`config.mk`:
```
export PLATFORM = sky130hd
export DESIGN_NAME = txs_fine_scaler
export DESIGN_NICKNAME = d
export VERILOG_FILES = /design/src/rtl/txs_pkg.sv /design/src/rtl/txs_trim_sel.sv /design/src/rtl/txs_trim_arith.sv /design/src/rtl/txs_sat_mux.sv /design/src/rtl/txs_fine_scaler.sv
export SDC_FILE = /design/constraint.sdc
export NUM_CORES = 1
export LEC_CHECK = 0
export BUFFER_PORTS_ARGS = -buffer_cell sky130_fd_sc_hd__buf_2
export CAP_MARGIN = 10
export CORE_ASPECT_RATIO = 1.75
export CORE_MARGIN = 5
export CORE_UTILIZATION = 40
export DETAILED_ROUTE_END_ITERATION = 7
export SYNTH_ARGS = -nofsm -noshare
export SYNTH_HDL_FRONTEND = slang
export SYNTH_SLANG_ARGS = --single-unit
```
`constraint.sdc`:
```
create_clock -name clk -period 6.2 [get_ports clk]
set_input_delay 1.24 -clock clk [delete_from_list [all_inputs] [get_ports clk]]
set_output_delay 1.24 -clock clk [all_outputs]
set_load 0.005 [all_outputs]
```
`src/rtl/txs_pkg.sv`:
```
package txs_pkg;

    localparam int COEF_W     = 3;
    localparam int MAG_W      = 2;
    localparam int FRAC_SHIFT = 4;
    localparam int FORCE_W    = 8;
    localparam int GROW_W     = 3;

    typedef struct packed {
        logic              boost;
        logic [MAG_W-1:0]  mag;
    } trim_t;

    typedef enum logic {
        RATE_1M = 1'b0,
        RATE_2M = 1'b1
    } rate_e;

    typedef enum logic {
        SRC_TRIM  = 1'b0,
        SRC_FORCE = 1'b1
    } src_e;

    function automatic trim_t to_trim(input logic [COEF_W-1:0] raw);
        trim_t t;
        t.boost = raw[COEF_W-1];
        t.mag   = raw[MAG_W-1:0];
        return t;
    endfunction

endpackage

```
`src/rtl/txs_trim_sel.sv`:
```
module txs_trim_sel
    import txs_pkg::*;
(
    input  logic               rate_2m,
    input  logic               trim_en,
    input  logic [COEF_W-1:0]  trim_1m,
    input  logic [COEF_W-1:0]  trim_2m,
    output trim_t              trim_eff
);
    rate_e rate;
    trim_t picked;

    always_comb begin
        rate   = rate_e'(rate_2m);
        picked = (rate == RATE_2M) ? to_trim(trim_2m) : to_trim(trim_1m);
        trim_eff = picked;
        if (!trim_en) begin
            trim_eff.mag = '0;
        end
    end
endmodule

```
`src/rtl/txs_trim_arith.sv`:
```
module txs_trim_arith
    import txs_pkg::*;
#(
    parameter int DW = 8
) (
    input  logic signed [DW-1:0]        x,
    input  trim_t                        trim,
    output logic signed [DW+GROW_W-1:0] y
);
    localparam int EW = DW + GROW_W;

    logic signed [EW-1:0] xe;
    logic signed [EW-1:0] term [MAG_W];
    logic signed [EW-1:0] prod;
    logic signed [EW-1:0] delta;

    assign xe = EW'(x);

    for (genvar b = 0; b < MAG_W; b++) begin : g_term
        assign term[b] = trim.mag[b] ? (xe <<< b) : EW'(0);
    end

    always_comb begin
        prod = '0;
        for (int b = 0; b < MAG_W; b++) begin
            prod = prod + term[b];
        end
        delta = prod >>> FRAC_SHIFT;
        y     = trim.boost ? (xe + delta) : (xe - delta);
    end
endmodule

```
`src/rtl/txs_sat_mux.sv`:
```
module txs_sat_mux
    import txs_pkg::*;
#(
    parameter int DW = 8
) (
    input  logic signed [DW+GROW_W-1:0] wide,
    input  logic                         force_en,
    input  logic [FORCE_W-1:0]           force_val,
    output logic signed [DW-1:0]         result
);
    localparam int EW = DW + GROW_W;
    localparam logic signed [DW-1:0] POS_MAX = {1'b0, {(DW-1){1'b1}}};
    localparam logic signed [DW-1:0] NEG_MIN = {1'b1, {(DW-1){1'b0}}};

    logic              fits;
    logic signed [DW-1:0] clipped;
    logic [DW-1:0]     forced;
    src_e              src;

    // fits when every bit above the output sign bit copies it
    assign fits = (wide[EW-1:DW-1] == {(GROW_W+1){wide[EW-1]}});

    always_comb begin
        if (fits) begin
            clipped = wide[DW-1:0];
        end else if (wide[EW-1]) begin
            clipped = NEG_MIN;
        end else begin
            clipped = POS_MAX;
        end
    end

    if (DW > FORCE_W) begin : g_force_wide
        assign forced = {{(DW-FORCE_W){force_val[FORCE_W-1]}}, force_val};
    end else if (DW == FORCE_W) begin : g_force_eq
        assign forced = force_val;
    end else begin : g_force_narrow
        assign forced = force_val[DW-1:0];
    end

    assign src    = src_e'(force_en);
    assign result = (src == SRC_FORCE) ? $signed(forced) : clipped;
endmodule

```
`src/rtl/txs_fine_scaler.sv`:
```
module txs_fine_scaler
    import txs_pkg::*;
#(
    parameter int DW = 8
) (
    input  logic                  clk,
    input  logic                  rst,
    input  logic                  in_valid,
    input  logic signed [DW-1:0]  in_sample,
    input  logic                  rate_2m,
    input  logic                  trim_en,
    input  logic [COEF_W-1:0]     trim_1m,
    input  logic [COEF_W-1:0]     trim_2m,
    input  logic                  force_en,
    input  logic [FORCE_W-1:0]    force_val,
    output logic                  out_valid,
    output logic signed [DW-1:0]  out_sample
);
    localparam int EW = DW + GROW_W;

    trim_t                 trim_eff;
    logic signed [EW-1:0]  wide;
    logic signed [DW-1:0]  next_sample;

    txs_trim_sel u_sel (
        .rate_2m  (rate_2m),
        .trim_en  (trim_en),
        .trim_1m  (trim_1m),
        .trim_2m  (trim_2m),
        .trim_eff (trim_eff)
    );

    txs_trim_arith #(.DW(DW)) u_arith (
        .x    (in_sample),
        .trim (trim_eff),
        .y    (wide)
    );

    txs_sat_mux #(.DW(DW)) u_sat (
        .wide      (wide),
        .force_en  (force_en),
        .force_val (force_val),
        .result    (next_sample)
    );

    always_ff @(posedge clk) begin
        if (rst) begin
            out_valid  <= 1'b0;
            out_sample <= '0;
        end else begin
            out_valid <= in_valid;
            if (in_valid) begin
                out_sample <= next_sample;
            end
        end
    end
endmodule

```
==> results of run 1 <==
[how the worst max path moves through the flow]
stage / slack [ns] / to
3_3_place_gp: 0.09 / out_sample[1]
2_1_floorplan: 0.43 / out_sample[6]
3_5_place_dp: -0.04 / out_sample[1]
4_1_cts: 0.21 / out_sample[1]
6_report: 0.40 / out_sample[7]
5_1_grt: 0.002 / out_sample[6]
[kinds of logic after synthesis]
group,count (synthesis)
adders and majority gates,17
AOI/OAI and AO/OA,70
and+or+nand+nor,83
buffers and inverters,12
xor gates and xnor gates,9
muxes,4
DFF,9
[routing by layer]
metal	track usage (%)	up-vias
li1	-	881
met1	14.8	811
met2	35.8	33
met3	1.52	11
met4	6.77	0
met5	0	-
[cells in the mapped netlist, drive strengths merged (2+ instances only)]
cell and number:
mux2i 3, nor3 3, dfxtp 9, a21o 4, or2 4, o221ai 5, o21a 2, and4 2
a21oi 11, a211o 4, nor2 19, xor2 4, nand2b 2, and2 14, clkbuf 2, xnor2 5
nor2b 2, nand2 17, o2111ai 2, o21ai 13, and3 4, or3 2, a32oi 3, nand3 7
nor4 3, a211oi 9, o211ai 6, ha 16, a2111oi 2, buf 2, inv 8
[state kept, by name (all words and copies together) (netlist names)]
name and count:
out_valid 1, out_sample 8
[timing repair]
| item | 4_1_cts | 5_1_grt |
|---|---|---|
| hold buffers | 0 | 0 |
| resized for setup | 0 | 5 |
| setup buffers | 0 | 1 |
| setup endpoints to repair | 0 | 8 |
[power breakdown]
| part | total (mW) | switching [mW] | internal [mW] |
|---|---|---|---|
| Combinational | 0.232 | 0.126 | 0.106 |
| Sequential | 0.0720 | 0.00424 | 0.0678 |
| Clock | 0.0705 | 0.0264 | 0.0441 |
| Total | 0.374 | 0.157 | 0.218 |
[layout make-up]
cell class	instances	area (µm²)	area share [%]
repair buffers	50	285	14.6
inverters	8	30.0	1.53
multi-input cells	183	1360	69.2
clock inverters	1	5.00	0.256
flip-flops and latches	9	180	9.21
clock buffers	3	41.3	2.11
well taps	48	60.1	3.07
[critical path, cell delays in order]
cell,delay (ns)
buf_2,0.14
mux2i_1,0.23
and2b_2,0.28
and2_1,0.17
ha_1,0.35
o211a_1,0.26
or2_1,0.24
and4_2,0.23
nor3_1,0.26
a21oi_1,0.10
a31oi_1,0.31
xor2_1,0.19
ha_1,0.28
or2_2,0.33
a311oi_1,0.27
o221ai_1,0.18
buf_4,0.17
a211oi_4,0.31
buf_4,0.17
o311a_1,0.18
nor3_2,0.05
[metrics by stage]
step | utilization [%] | total power, mW | area [µm²]
floorplan | - | 0.227 | 1580
global placement | 48.8 | 0.299 | 1890
detailed placement | 48.8 | 0.301 | 1890
CTS | 50.0 | 0.372 | 1930
global route | 50.6 | 0.407 | 1960
finish | 50.6 | 0.374 | 1960
==> impl_metrics.tcl, run 1 <==
set metrics [dict create \
    run_status "completed" \
    r2r_start "out_sample[5]" \
    rrSetupSlack_ns 5.36 \
    total_wire_length_um 4360 \
    met3_routed_wl_um 154 \
    rsz0062_at_grt "no" \
    worstSetupEndpointType "flop" \
    synthFlopType "dfxtp_1" \
    hold_path.startpoint "out_sample[7]" \
    layout.cells.non_filler 302 \
    synth.lib_cells_used.distinct 60 \
    globalRouteOverflowTotal 0 \
    timing.critical_path.from "rate_2m" \
    hold_slack_ns 0.520 \
    clk_path_buf_depth 2 \
    layout-drive-gt1-share_pct 31.5 \
    p_leak_nw 0.927 \
    placement_rows 30 \
    tightest_slew_ns 0.524 \
    grt_pass1_wl_um 7270 \
    place.detailed.instances 297 \
    reg2reg_to "out_sample[5]" \
    simple_gate_share_of_the_synthesized_area_pct 28.8 \
    max-slew-margin-rel_pct 64.1 \
    report.final.slew_viol_count 0 \
    peakVddDrop_uv 107 \
    timing.reg2reg.worst_path_depth 4 \
    sum_of_net_half_perimeters_after_detailed_placement_um 3770 \
    post_synth_edffs 0 \
    hold_depth 2 \
    path_clk_slew_ns 0.05 \
    critPathArrivalTime_ns 5.94 \
    hold_viol_final 0 \
    num_antenna_cells 0 \
    ys_seq_elements 9 \
    fmax_mhz 172 \
    worst_slack_ns 0.395 \
    crit_path_max_fanout 6 \
    die_x_um 57.5 \
    worst_clock_skew_ns 0 \
    timing.critical_path.from_type "primary input" \
    met2_wirelength_um 2590 \
    critPathKind "in -> reg" \
    largest_net_degree_at_the_start_of_global_routing 17 \
    post_synthesis_to_final_layout_area_growth_pct 23.9 \
    worst-endpoint-required_ns 6.34 \
    classification_of_the_worst_slack_hold_path "reg -> reg" \
    drtPass1Iterations 4 \
    detailroute.via_count 1736 \
    drt-met1-wl_um 1500 \
    yosysTopAreaCellShare_pct 12.7 \
    antenna_found_initial 0 \
    synth_mux_area_share_pct 2.61 \
    timing.setup.tns_ns 0 \
    io_buffer_count 36 \
    synth_area_um2 1580 \
    core_region_area_um2 3870 \
    cts_max_level 1 \
    yosysSeqAreaShare_pct 11.4 \
    grt_pass1_vias 1770 \
    synth.largest_area_cell "ha_1" \
    synth.net_count 249 \
    dieArea_um2 5350 \
    finalWeightedCongestion 0.818 \
    fill_cell_total_of_the_finished_layout 418 \
    finalSetupViolations 0 \
    most_used_cells_in_the_layout_excluding_fill_and_tap_cells "buf_2, nor2_1, nand2_1" \
    final_antenna_net_count 0 \
    yosys.area_share.adder_pct 13.9 \
    dr_vias_cell 5.75 \
    die_h_um 93.1 \
    place_ws_ns -0.0442 \
    detail_route.wl_per_cell_um 14.4 \
    synthTopCellsByArea "ha_1, dfxtp_1, and2_1, nor2_1, nand2_1" \
    largest_family_of_logic_cells_by_synthesized_area "compound AO/OA/AOI/OAI gates" \
    cts_tree "built" \
    synth-xor-area-share_pct 4.99 \
    drc 0 \
    nNetsFinal 300 \
    clock-sinks 9 \
    cts_made_buffers 3 \
    io_pins 37 \
    synth_compound_gate_area_share_pct 34.4 \
    cap_viol_max_count 0 \
    netlist_instances 204 \
    top_signal_layer_used "met4" \
    grt_util_all_layers_pct 16.8 \
    power_per_cell_area_nw_per_um2 191 \
    layout_commonest_cell "buf_2" \
    latest_clock_arrival_within_the_worst_skew_pair_ns 0.24 \
    root_buffer "clkbuf_8" \
    yosys_warnings 0 \
    hold_end "out_sample[7]" \
    layout_min_cycle_time_ns 5.80 \
    timing.final.crit_share_pct 93.6 \
    drtIter0Drc 65 \
    share_of_synthesized_registers_carrying_an_async_set_or_reset_pct 0 \
    syn_area_per_cell_um2 7.74 \
    initial_core_util_pct 40.8 \
]
Power figures use the tool's default switching activity.
==> inputs of run 2 (changes only) <==
Settings changed: CORE_ASPECT_RATIO 1.75 to not set.
==> impl_metrics.tcl, run 2 (synthesis gave the netlist of run 1 again) <==
set metrics [dict create \
    layout_commonest_cell "buf_2" \
    drtPass1Iterations 4 \
    root_buffer "clkbuf_8" \
    drtIter0Drc 84 \
    timing.critical_path.from "rate_2m" \
    endpoint "out_sample[4]" \
    io_buffer_count 36 \
    fill_cell_total_of_the_finished_layout 385 \
    globalRouteOverflowTotal 0 \
    peakVddDrop_uv 92.7 \
    sum_of_net_half_perimeters_after_detailed_placement_um 3460 \
    internal_power_mw 0.221 \
    cell_with_the_biggest_individual_delay_on_the_critical_path "fa_1" \
    run_status "completed" \
    worst-endpoint-required_ns 6.34 \
    r2r_start "out_sample[5]" \
    clk_path_buf_depth 2 \
    p_leak_nw 0.912 \
    detail_route.wl_per_cell_um 13.8 \
    post_synthesis_to_final_layout_area_growth_pct 25.0 \
    final_antenna_net_count 0 \
    antenna_found_initial 0 \
    worst_clock_skew_ns 0 \
    largestRegisters "out_sample (8), out_valid (1)" \
    most_used_cells_in_the_layout_excluding_fill_and_tap_cells "buf_2, nand2_1, nor2_1" \
    core_region_area_um2 3740 \
    cts_made_buffers 3 \
    combPwrFrac_pct 63.3 \
    seq_power_share_pct 19.0 \
    register_bank_with_the_most_flops "out_sample" \
    nNetsFinal 297 \
    report.final.slew_viol_count 0 \
    io_pins 37 \
    critical-path-max-stage-delay_ns 0.48 \
    die_h_um 72.8 \
    timing.final.crit_share_pct 95.2 \
    critPathArrivalTime_ns 6.05 \
    largest_register_ffs 8 \
    cts_max_level 1 \
    power_per_cell_area_nw_per_um2 192 \
    hold_path.startpoint "out_sample[7]" \
    fmax_mhz 169 \
    path_cells "buf_2 > mux2i_1 > and2b_2 > and2_1 > ha_4 > nand4_1 > nor4_4 > o31a_2 > nor2_2 > xor2_1 > ha_1 > nand2_1 > o21ai_0 > fa_1 > a211oi_2 > o21ai_1 > and3_1 > o221ai_2 > or2b_1 > a211oi_4 > buf_4 > o21ai_2 > a211oi_1" \
    rrSetupSlack_ns 5.35 \
    crit_path_max_fanout 6 \
    worstSetupEndpointType "flop" \
    finalWeightedCongestion 0.828 \
    hold_depth 2 \
    cap_viol_max_count 0 \
    placement_rows 22 \
    die_x_um 72.8 \
    path_buf_inv 2 \
    hold_viol_final 0 \
    cts_tree "built" \
    timing.reg2reg.worst_path_depth 4 \
    place.detailed.instances 294 \
    finalSetupViolations 0 \
    dr_vias_cell 5.65 \
    grt_pass1_vias 1517 \
    grt_pass1_wl_um 6600 \
    detailroute.via_count 1690 \
    largest_net_degree_at_the_start_of_global_routing 17 \
    timing.critical_path.from_type "primary input" \
    layout_min_cycle_time_ns 5.91 \
    layout-drive-gt1-share_pct 32.3 \
    reg2reg_to "out_sample[5]" \
    dpl-instance-area_um2 1860 \
    worst_path_dominant_cell_family "simple AND/OR/NAND/NOR gates" \
    critPathKind "in -> reg" \
    drc 0 \
    latest_clock_arrival_within_the_worst_skew_pair_ns 0.23 \
    layout.cells.non_filler 299 \
    dieArea_um2 5300 \
    initial_core_util_pct 42.2 \
    p_sw_share_pct 41.7 \
    power_mw 0.379 \
    power.clock.fraction_pct 17.7 \
    clock-sinks 9 \
    cp_num_cells 23 \
    path_clk_slew_ns 0.04 \
    stdcell_area_um2 1970 \
    final_core_util_pct 52.7 \
    classification_of_the_worst_slack_hold_path "reg -> reg" \
    total_wire_length_um 4140 \
    num_antenna_cells 0 \
    max-slew-margin-rel_pct 62.6 \
    p_switching_mw 0.158 \
    grt_util_all_layers_pct 15.0 \
    tightest_slew_ns 0.546 \
]
[run 2: cell count changes in the layout (fill, tap and decap cells not counted), sizes merged]
cell	change
clkbuf	+1
buf	-3
clkinv	-1
[run 2: worst min-delay path by stage]
stage	end	slack, ns
global placement	out_sample[7]	0.49
finish	out_sample[7]	0.50
floorplan	out_sample[7]	0.49
CTS	out_sample[7]	0.50
global route	out_sample[7]	0.54
detailed placement	out_sample[7]	0.49
[run 2: metal layers]
layer / vias to the layer above / global-route usage [%] / share of wire (%)
li1: 875 / - / -
met1: 751 / 21.1 / 47
met2: 58 / 23.7 / 45
met3: 6 / 2.48 / 6.9
met4: 0 / 3.89 / 1.1
met5: - / 0 / 0
[run 2: final cells by class]
class | count | area [µm²] | area share [%]
multi-input cells | 183 | 1400 | 70.7
repair buffers | 47 | 263 | 13.3
flip-flops and latches | 9 | 180 | 9.13
well taps | 48 | 60.1 | 3.04
clock buffers | 4 | 45.0 | 2.28
inverters | 8 | 30.0 | 1.52
[run 2: stage by stage]
step / setup TNS (ns) / worst slack [ns] / hold slack, ns
final: 0 / 0.295 / 0.502
after CTS: 0 / 0.240 / 0.500
after global placement: 0 / 0.144 / 0.485
after floorplan: 0 / 0.433 / 0.494
after global routing: -0.00369 / -0.00369 / 0.544
after detailed placement: 0 / 0.0418 / 0.488
[run 2: timing repair]
item | CTS | global route
hold buffers | 0 | 0
resized for setup | 0 | 10
buffers inserted | 0 | 1
setup endpoints to repair | 0 | 8
[run 2: power groups by stage]
stage	clock network (mW)	registers [mW]	logic, mW
final	0.0670	0.0720	0.240
after global routing	0.0733	0.0731	0.266
after CTS	0.0687	0.0721	0.223
after detailed placement	0	0.0731	0.221
after global placement	0	0.0725	0.221
after floorplan	0	0.0743	0.153
[run 2: worst reg2reg max path, stage by stage, from the launching register on]
cell	delay [ns]
dfxtp_1	0.30
inv_1	0.04
o21ai_0	0.08
a32oi_1	0.18
o211ai_1	0.11
